--- config.mk ---
export PLATFORM = sky130hd
export DESIGN_NAME = dest_match_top
export DESIGN_NICKNAME = d
export VERILOG_FILES = /design/src/rtl/dest_match_pkg.sv /design/src/rtl/dest_match_logic.sv /design/src/rtl/dest_match_top.sv
export SDC_FILE = /design/constraint.sdc
export NUM_CORES = 1
export LEC_CHECK = 0
export BUFFER_PORTS_ARGS = -buffer_cell sky130_fd_sc_hd__buf_4
export CAP_MARGIN = 20
export CELL_PAD_IN_SITES_DETAIL_PLACEMENT = 0
export CELL_PAD_IN_SITES_GLOBAL_PLACEMENT = 2
export CORE_MARGIN = 4
export CORE_UTILIZATION = 14
export DETAILED_ROUTE_END_ITERATION = 16
export PLACE_DENSITY_LB_ADDON = 0.1
export SYNTH_ARGS = -nofsm -noshare
export SYNTH_HDL_FRONTEND = slang
export SYNTH_SLANG_ARGS = --single-unit
--- constraint.sdc ---
create_clock -name clk_i -period 1.65 [get_ports clk_i]
set_input_delay 0.165 -clock clk_i [delete_from_list [all_inputs] [get_ports clk_i]]
set_output_delay 0.165 -clock clk_i [all_outputs]
set_load 0.05 [all_outputs]
--- src/rtl/dest_match_pkg.sv ---
package dest_match_pkg;
    parameter int unsigned ADDR_W = 8;
    localparam int unsigned NIB_W = ADDR_W / 2;
    parameter int unsigned FMT_W = 4;
    localparam logic [FMT_W-1:0] FMT_FLAT = '1;

    typedef enum logic [0:0] {
        ST_IDLE   = 1'b0,
        ST_DECIDE = 1'b1
    } match_state_e;

    typedef struct packed {
        logic accept;
        logic bcast;
    } verdict_t;
endpackage

--- src/rtl/dest_match_logic.sv ---
module dest_match_logic
    import dest_match_pkg::*;
(
    input  logic [ADDR_W-1:0] dest_i,
    input  logic              dest_mode_i,
    input  logic [ADDR_W-1:0] local_id_i,
    input  logic [ADDR_W-1:0] log_dest_i,
    input  logic [FMT_W-1:0]  fmt_i,
    output verdict_t          verdict_o
);
    logic is_bcast;
    logic phys_hit;
    logic flat_hit;
    logic clus_hit;
    logic logic_hit;

    always_comb begin
        is_bcast  = &dest_i;
        phys_hit  = (dest_i == local_id_i);
        flat_hit  = |(dest_i & log_dest_i);
        clus_hit  = (dest_i[ADDR_W-1:NIB_W] == log_dest_i[ADDR_W-1:NIB_W]) &&
                    (|(dest_i[NIB_W-1:0] & log_dest_i[NIB_W-1:0]));
        logic_hit = (fmt_i == FMT_FLAT) ? flat_hit : clus_hit;
        verdict_o.bcast  = is_bcast;
        verdict_o.accept = is_bcast | (dest_mode_i ? logic_hit : phys_hit);
    end
endmodule

--- src/rtl/dest_match_top.sv ---
module dest_match_top
    import dest_match_pkg::*;
(
    input  logic              clk_i,
    input  logic              rst_ni,
    input  logic              msg_valid_i,
    input  logic [ADDR_W-1:0] dest_i,
    input  logic              dest_mode_i,
    input  logic [ADDR_W-1:0] local_id_i,
    input  logic [ADDR_W-1:0] log_dest_i,
    input  logic [FMT_W-1:0]  fmt_i,
    output logic              accept_o,
    output logic              bcast_o
);
    match_state_e state_q, state_d;
    verdict_t     verdict_c, verdict_q;

    dest_match_logic u_logic (
        .dest_i      (dest_i),
        .dest_mode_i (dest_mode_i),
        .local_id_i  (local_id_i),
        .log_dest_i  (log_dest_i),
        .fmt_i       (fmt_i),
        .verdict_o   (verdict_c)
    );

    always_comb begin
        state_d = state_q;
        unique case (state_q)
            ST_IDLE:   if (msg_valid_i) state_d = ST_DECIDE;  // msg_seen
            ST_DECIDE: state_d = msg_valid_i ? ST_DECIDE : ST_IDLE; // msg_again / no_msg
            default:   state_d = ST_IDLE;
        endcase
    end

    always_ff @(posedge clk_i) begin
        if (!rst_ni) begin
            state_q   <= ST_IDLE;
            verdict_q <= '0;
        end else begin
            state_q   <= state_d;
            verdict_q <= msg_valid_i ? verdict_c : '0;
        end
    end

    always_comb begin
        accept_o = 1'b0;
        bcast_o  = 1'b0;
        unique case (state_q)
            ST_IDLE:   ;
            ST_DECIDE: begin
                accept_o = verdict_q.accept;
                bcast_o  = verdict_q.bcast;
            end
            default:   ;
        endcase
    end
endmodule

==> flow_metrics.py, run 1 <==
metrics = {
    "outcome": {
        "status": "completed",
    },
    "critical_path": {
        "worstPathArrival_ns": 1.48,
        "critPathCaptureType": "flop",
        "startpoint": "dest_i[4]",
        "worstPathRequired_ns": 1.81,
        "start_kind": "primary input",
        "path_class": "primary input to flop",
        "worst-path-max-fanout": 3,
        "crit_path_end": "verdict_q[1]$_SDFF_PN0_",
    },
    "clock_tree": {
        "clk_path_buf_depth": 2,
        "clkTransAtPathRegs_ns": 0.04,
        "cts-resized-gates": 0,
        "holdBufCountCts": 0,
        "cts_buffers": 3,
        "cts_sinks": 3,
        "cts_max_level": 1,
        "cts_setup_buffers": 0,
        "cts_tree": "built",
        "cts-root-buf": "clkbuf_4",
    },
    "floorplan": {
        "die_w_um": 55.2,
        "die_area_mm2": 0.00304,
        "rows": 16,
        "die_h_um": 55.2,
        "start_util_pct": 15.3,
        "fp.coreArea_mm2": 0.00204,
        "io_pins": 34,
    },
    "grt": {
        "antenna_found_initial": 0,
        "grtUsageTotal_pct": 8.32,
        "gr-total-overflow": 0,
        "grt_pass1_vias": 410,
        "grt_max_degree": 5,
        "grt_pass1_wl_mm": 1.74,
    },
    "yosys": {
        "synthDominantCellAreaShare_pct": 22.5,
        "syn_area_um2": 312,
        "syn_area_per_cell_um2": 8.42,
        "ys_async_sr_fraction_pct": 0,
        "yosysWarnings": 0,
        "yosys.area.top_type": "xor2_1",
        "yosysUniqueCellTypes": 17,
        "synth-seq-cells": 3,
        "synth.most_common_cell": "xor2_1",
        "synth-edff-count": 0,
        "synth_flop_cell": "dfxtp_1",
        "synth_nets": 73,
        "ys_top_cells_by_count": "8 x xor2_1, 4 x ha_1, 3 x dfxtp_1, 3 x nor3_1",
        "netlist_instances": 37,
        "synthTopCellsByArea": "xor2_1 22%, dfxtp_1 19%, ha_1 16%",
        "ys_seq_area_share_pct": 19.3,
    },
    "sta": {
        "drv_slew": 0,
        "worst_pin_slew_ns": 0.291,
        "finalHoldViolations": 0,
        "setup_violations": 0,
        "rsz0062_at_grt": "false",
        "min_period_ns": 1.31,
        "fin_crit_sh_pct": 79.7,
        "max_clock_freq_mhz": 761,
        "setup_tns_ns": 0,
        "slew_headroom_pct": 80.4,
    },
    "finish": {
        "syn2layout_area_growth_pct": 98.8,
        "num_antenna_cells": 0,
        "nNetsFinal": 111,
        "layout-drive-gt1-share_pct": 50.0,
        "final_area_um2": 619,
    },
    "place": {
        "place_area_um2": 593,
        "io_buffer_count": 33,
        "hpwl_um": 993,
        "routabilityCongestion": 0.690,
    },
    "detailed_routing": {
        "vias": 397,
        "wl_per_cell_um": 10.7,
        "ant_nets": 0,
        "drc_errors": 0,
        "drt_iter0_drc": 5,
        "drtPass1Iterations": 4,
        "wl_mm": 1.08,
        "vias_per_cell": 3.93,
    },
    "min_path": {
        "hp-class": "primary input to flop",
    },
    "power": {
        "ir_drop_uv": 142,
        "leakage_uw": 0.000301,
        "power_density_mw_per_mm2": 496,
    },
    "run": {
        "maxCapViolCount": 0,
    },
}
-- critical path, cell delays in order --
cell      delay [ns]
buf_4           0.12
ha_1            0.27
or4b_1          0.53
a211oi_2        0.21
a21oi_1         0.06
o21ai_1         0.12
-- state kept, by name (all words and copies together) (netlist names) --
name / count
verdict_q: 2
state_q: 1
-- area by class of cell --
cell class	count	area, µm²
Tap cell	27	33.8
Clock buffer	4	26.3
Multi-Input combinational cell	33	248
Sequential cell	3	60.1
Timing Repair Buffer	33	248
Fill cell	233	1420
Inverter	1	3.75
-- placed cells by master (no fill, tap or decap), drive strengths merged --
| cell | n |
|---|---|
| nand3 | 2 |
| a21oi | 1 |
| nand4 | 2 |
| a211oi | 1 |
| o21ai | 1 |
| dfxtp | 3 |
| buf | 33 |
| clkbuf | 4 |
| and2 | 2 |
| inv | 1 |
| nor2 | 1 |
| a22oi | 2 |
| nand2 | 2 |
| nor4 | 2 |
| a31oi | 1 |
| nor3 | 3 |
| ha | 4 |
| xor2 | 8 |
| or4b | 1 |
-- metrics by stage --
stage	total power [µW]	utilization [%]	hold WS, ns	setup WS, ns	instances
CTS	315	30.3	0.196	0.332	101
global placement	184	29.0	0.439	0.115	97
floorplan	109	-	0.309	0.296	37
finish	307	30.3	0.195	0.335	101
detailed placement	183	29.0	0.435	0.0887	97
global route	336	30.3	0.218	0.244	101
-- layer usage --
layer / share of wire, % / global-route usage, % / routed length (µm) / up-vias
met5: 0 / 0 / 0 / -
met4: 1.2 / 4.86 / 13 / 0
met3: 11 / 2.41 / 114 / 2
met2: 46 / 12.6 / 492 / 22
met1: 43 / 10.4 / 459 / 160
li1: - / - / - / 213
-- how the worst min path moves through the flow --
stage / end / from / cells past startpoint
final: state_q$_SDFF_PN0_ / msg_valid_i / 3
after global routing: state_q$_SDFF_PN0_ / msg_valid_i / 3
after CTS: state_q$_SDFF_PN0_ / msg_valid_i / 3
after detailed placement: state_q$_SDFF_PN0_ / msg_valid_i / 3
after global placement: state_q$_SDFF_PN0_ / msg_valid_i / 3
after floorplan: verdict_q[0]$_SDFF_PN0_ / dest_i[1] / 2
-- kinds of logic (layout without fill, tap and decap cells) --
group,after synthesis,after routing,synth area share (%)
compound gates,6,6,14.1
xor+xnor,8,8,22.5
fa+ha+maj,4,4,16.1
buf+inv,1,38,1.20
flops,3,3,19.3
simple gates,15,15,26.9
-- report_power, final --
group	switching, µW	leakage [µW]	internal (µW)
registers	0.459	0.0000245	74.6
logic	38.7	0.000262	66.2
clock network	36.8	0.0000150	90.5
Note: power is estimated with default switching activity, not from simulation.
==> run 2, diff against run 1 <==
Settings changed: CORE_UTILIZATION 14 to 13.
Clock period 1.65 ns to 1.2 ns, I/O delays scaled along.
==> flow_metrics.py, run 2 (same netlist as run 1, synthesis figures left out) <==
metrics = {
    "floorplan": {
        "rows": 17,
        "io_pins": 34,
        "die_w_um": 57.0,
        "die_h_um": 57.0,
        "fp.coreArea_mm2": 0.00225,
        "die_area_mm2": 0.00324,
        "start_util_pct": 13.8,
    },
    "critical_path": {
        "start_kind": "primary input",
        "worst-path-max-fanout": 1,
        "critPathCaptureType": "flop",
        "worstPathRequired_ns": 1.37,
        "path_class": "primary input to flop",
        "worstPathArrival_ns": 1.33,
    },
    "detailed_routing": {
        "vias_per_cell": 4.09,
        "m1WireLength_um": 407,
        "wl_per_cell_um": 10.7,
        "wl_mm": 1.13,
        "vias": 434,
        "top_layer": "met4",
        "drc_errors": 0,
        "met2WireLength_um": 619,
        "wl_met3_um": 68,
        "drtPass1Iterations": 3,
        "ant_nets": 0,
        "drt_iter0_drc": 1,
    },
    "finish": {
        "fillers": 269,
        "largest_reg_flops": 2,
        "regMostFlops": "verdict_q",
        "final_cell_mix": "34 x buf_4, 8 x xor2_1",
        "num_antenna_cells": 0,
        "largest_registers": "verdict_q (2), state_q (1)",
        "layout-drive-gt1-share_pct": 57.7,
        "nNetsFinal": 115,
        "syn2layout_area_growth_pct": 126,
        "mostFrequentLayoutCell": "buf_4",
    },
    "clock_tree": {
        "holdBufCountCts": 0,
        "cts_buffers": 3,
        "clkTransAtPathRegs_ns": 0.04,
        "cts_sinks": 3,
        "clk_path_buf_depth": 2,
        "cts_setup_buffers": 0,
        "cts_tree": "built",
        "cts_max_level": 1,
        "cts-root-buf": "clkbuf_4",
    },
    "sta": {
        "slew_headroom_pct": 77.9,
        "worst_pin_slew_ns": 0.328,
        "fin_crit_sh_pct": 97.1,
        "drv_slew": 0,
        "setup_tns_ns": 0,
        "finalHoldViolations": 0,
        "max_clock_freq_mhz": 859,
        "setup_violations": 0,
        "rsz0062_at_grt": "true",
        "min_period_ns": 1.16,
    },
    "grt": {
        "grtUsageTotal_pct": 7.64,
        "gr-total-overflow": 0,
        "grt_pass1_wl_mm": 1.93,
        "grt_pass1_vias": 495,
        "antenna_found_initial": 0,
        "grt_max_degree": 5,
    },
    "power": {
        "p_switching_uw": 116,
        "leakage_uw": 0.000326,
        "swShare_pct": 25.7,
        "p_int_uw": 336,
        "sequentialPowerShare_pct": 22.8,
        "power_uw": 453,
        "power_density_mw_per_mm2": 644,
        "ir_drop_uv": 215,
        "comb_power_share_pct": 37.4,
        "clockPowerShare_pct": 39.8,
    },
    "min_path": {
        "hp-class": "primary input to flop",
    },
    "outcome": {
        "status": "completed",
    },
    "place": {
        "hpwl_mm": 1.06,
        "io_buffer_count": 33,
        "routabilityCongestion": 0.650,
    },
    "run": {
        "maxCapViolCount": 0,
    },
}
-- run 2: path summary, 6_finish.rpt --
path | cells past startpoint | endpoint | slack [ns] | startpoint
setup / recovery | 6 | verdict_q[1]$_SDFF_PN0_ | 0.04 | log_dest_i[4]
hold / removal | 3 | state_q$_SDFF_PN0_ | 0.16 | msg_valid_i
-- run 2: repair_timing --
action                                  CTS  global route
endpoints found under the setup margin    0             1
endpoints found under the hold margin     0             0
gates resized for setup                   0             4
-- run 2: cell type report --
type                       count  area, µm²  area share (%)
sequential                     3       60.1            8.54
inverter                       1       3.75           0.534
tap                           28       35.0            4.98
multi-input combinational     33        289            41.1
timing repair buffer          37        289            41.1
clock buffer                   4       26.3            3.74
-- run 2: worst max-delay path: stages --
cell and delay (ns):
buf_6 0.10, ha_4 0.22, or4b_4 0.53, a211oi_2 0.20, a21oi_1 0.07, o21ai_1 0.11
-- run 2: layer usage --
| layer | GRT usage (%) | vias up |
|---|---|---|
| li1 | - | 222 |
| met1 | 8.51 | 190 |
| met2 | 12.9 | 18 |
| met3 | 0.452 | 4 |
| met4 | 6.95 | 0 |
| met5 | 0 | - |
-- run 2: metrics by stage --
step	area, µm²	util (%)	hold WS (ns)	worst slack (ns)	instances
2_1_floorplan	349	-	0.264	-0.0179	37
3_5_place_dp	662	29.4	0.396	-0.215	102
6_report	703	31.2	0.155	0.0352	106
3_3_place_gp	662	29.4	0.398	-0.204	102
5_1_grt	703	31.2	0.170	-0.0317	106
4_1_cts	688	30.5	0.152	0.0318	106
-- run 2: power by group through the flow --
stage	Combinational (µW)	Clock [µW]	Sequential [µW]
finish	169	180	103
global route	190	199	103
CTS	167	188	103
detailed placement	167	0	105
global placement	167	0	105
floorplan	47.7	0	105
==> run 3, diff against run 2 <==
--- a/config.mk
+++ b/config.mk
@@ -9,8 +9,5 @@
 export CAP_MARGIN = 20
-export CELL_PAD_IN_SITES_DETAIL_PLACEMENT = 0
-export CELL_PAD_IN_SITES_GLOBAL_PLACEMENT = 2
-export CORE_MARGIN = 4
-export CORE_UTILIZATION = 13
+export CORE_AREA = 4 4 41 43
 export DETAILED_ROUTE_END_ITERATION = 16
-export PLACE_DENSITY_LB_ADDON = 0.1
+export DIE_AREA = 0 0 45 47
 export SYNTH_ARGS = -nofsm -noshare
==> constraint.sdc (replaced) <==
create_clock -name clk_i -period 1.2 [get_ports clk_i]
set_input_delay 0.24 -clock clk_i [delete_from_list [all_inputs] [get_ports clk_i]]
set_output_delay 0.24 -clock clk_i [all_outputs]
set_load 0.05 [all_outputs]
==> flow_metrics.py, run 3 (same netlist as run 1, synthesis figures left out) <==
metrics = {
    "finish": {
        "fillers": 141,
        "nNetsFinal": 116,
        "syn2layout_area_growth_pct": 124,
        "largest_registers": "verdict_q (2), state_q (1)",
        "regMostFlops": "verdict_q",
        "largest_reg_flops": 2,
        "final_area_um2": 698,
        "final_cell_mix": "35 x buf_4, 8 x xor2_1",
        "num_antenna_cells": 0,
        "mostFrequentLayoutCell": "buf_4",
        "layout-drive-gt1-share_pct": 59.5,
    },
    "sta": {
        "worst_slack_ns": -0.0609,
        "min_period_ns": 1.26,
        "slew_headroom_pct": 79.4,
        "max_clock_freq_mhz": 793,
        "rsz0062_at_grt": "true",
        "fin_crit_sh_pct": 105,
        "drv_slew": 0,
        "finalHoldViolations": 0,
        "worst_pin_slew_ns": 0.309,
        "setup_violations": 1,
    },
    "detailed_routing": {
        "wl_mm": 1.06,
        "drc_errors": 0,
        "drtPass1Iterations": 2,
        "drt_iter0_drc": 1,
        "ant_nets": 0,
        "vias": 425,
        "vias_per_cell": 4.52,
        "wl_per_cell_um": 11.3,
    },
    "grt": {
        "gr-total-overflow": 0,
        "grt_pass1_wl_mm": 1.70,
        "grt_max_degree": 5,
        "grtUsageTotal_pct": 11.0,
        "antenna_found_initial": 0,
        "grt_pass1_vias": 464,
    },
    "critical_path": {
        "critPathCaptureType": "flop",
        "path_class": "primary input to flop",
        "worstPathRequired_ns": 1.36,
        "startpoint": "log_dest_i[6]",
        "start_kind": "primary input",
        "worst-path-max-fanout": 1,
        "worstPathArrival_ns": 1.42,
    },
    "min_path": {
        "hp-class": "primary input to flop",
        "worstHoldStart": "msg_valid_i",
    },
    "floorplan": {
        "fp.coreArea_mm2": 0.00130,
        "die_area_mm2": 0.00212,
        "die_w_um": 45,
        "rows": 13,
        "die_h_um": 47,
        "start_util_pct": 23.9,
        "io_pins": 34,
    },
    "power": {
        "ir_drop_uv": 235,
        "leakage_uw": 0.000332,
        "power_density_mw_per_mm2": 642,
    },
    "clock_tree": {
        "holdBufCountCts": 0,
        "cts_buffers": 3,
        "cts_setup_buffers": 0,
        "cts-root-buf": "clkbuf_4",
        "cts_max_level": 1,
        "clkTransAtPathRegs_ns": 0.03,
        "cts_sinks": 3,
        "clk_path_buf_depth": 2,
        "cts_tree": "built",
    },
    "place": {
        "io_buffer_count": 33,
        "routabilityCongestion": 0.710,
        "place_area_um2": 653,
        "place_ws_ns": -0.319,
        "hpwl_um": 989,
    },
    "outcome": {
        "violations": "setup timing",
        "status": "complete, but fails checks",
    },
    "run": {
        "maxCapViolCount": 0,
    },
}
## run 3: cell count changes in the layout (fill, tap and decap cells not counted)
| cell | change |
|---|---|
| a21oi_1 | -1 |
| a21oi_2 | +1 |
| buf_4 | +1 |
## run 3: stage by stage
stage          total power, µW  cells  utilization, %  setup TNS, ns  hold WS [ns]
4_1_cts                    460     94            53.4        -0.0439         0.265
3_5_place_dp               273     90            50.2         -0.319         0.507
5_1_grt                    487     94            53.7         -0.107         0.295
2_1_floorplan              152     37               -         -0.138         0.384
6_report                   448     94            53.7        -0.0609         0.269
3_3_place_gp               270     90            50.2         -0.313         0.500
## run 3: repair_timing
action	in CTS	in global routing
pin swaps	1	0
endpoints found under the setup margin	1	1
cloned	0	0
resized for setup	4	1
## run 3: final cells by class
type | instances | area [µm²] | share of cell area, %
clock buffers | 4 | 26.3 | 3.76
flip-flops and latches | 3 | 60.1 | 8.60
inverters | 1 | 3.75 | 0.538
well taps | 15 | 18.8 | 2.69
multi-input cells | 33 | 293 | 41.9
repair buffers | 38 | 297 | 42.5
## run 3: routing by layer
metal	track usage, %	part of all wire (%)
met4	3.51	0
met5	0	0
met3	2.68	7.1
met1	12.4	38
met2	20.1	55
## run 3: where the power goes
group          total [µW]  internal (µW)  switching, µW
clock                 172            124           48.0
sequential            103            103          0.771
combinational         173            112           60.6
## run 3: worst max-delay path, stage by stage
cell	delay, ns
buf_6	0.10
ha_4	0.22
or4b_4	0.52
a211oi_2	0.18
a21oi_2	0.05
o21ai_1	0.12
## run 3: final timing paths
check / end / slack, ns / cells after the start
max: verdict_q[1]$_SDFF_PN0_ / -0.06 / 6
min: state_q$_SDFF_PN0_ / 0.27 / 3
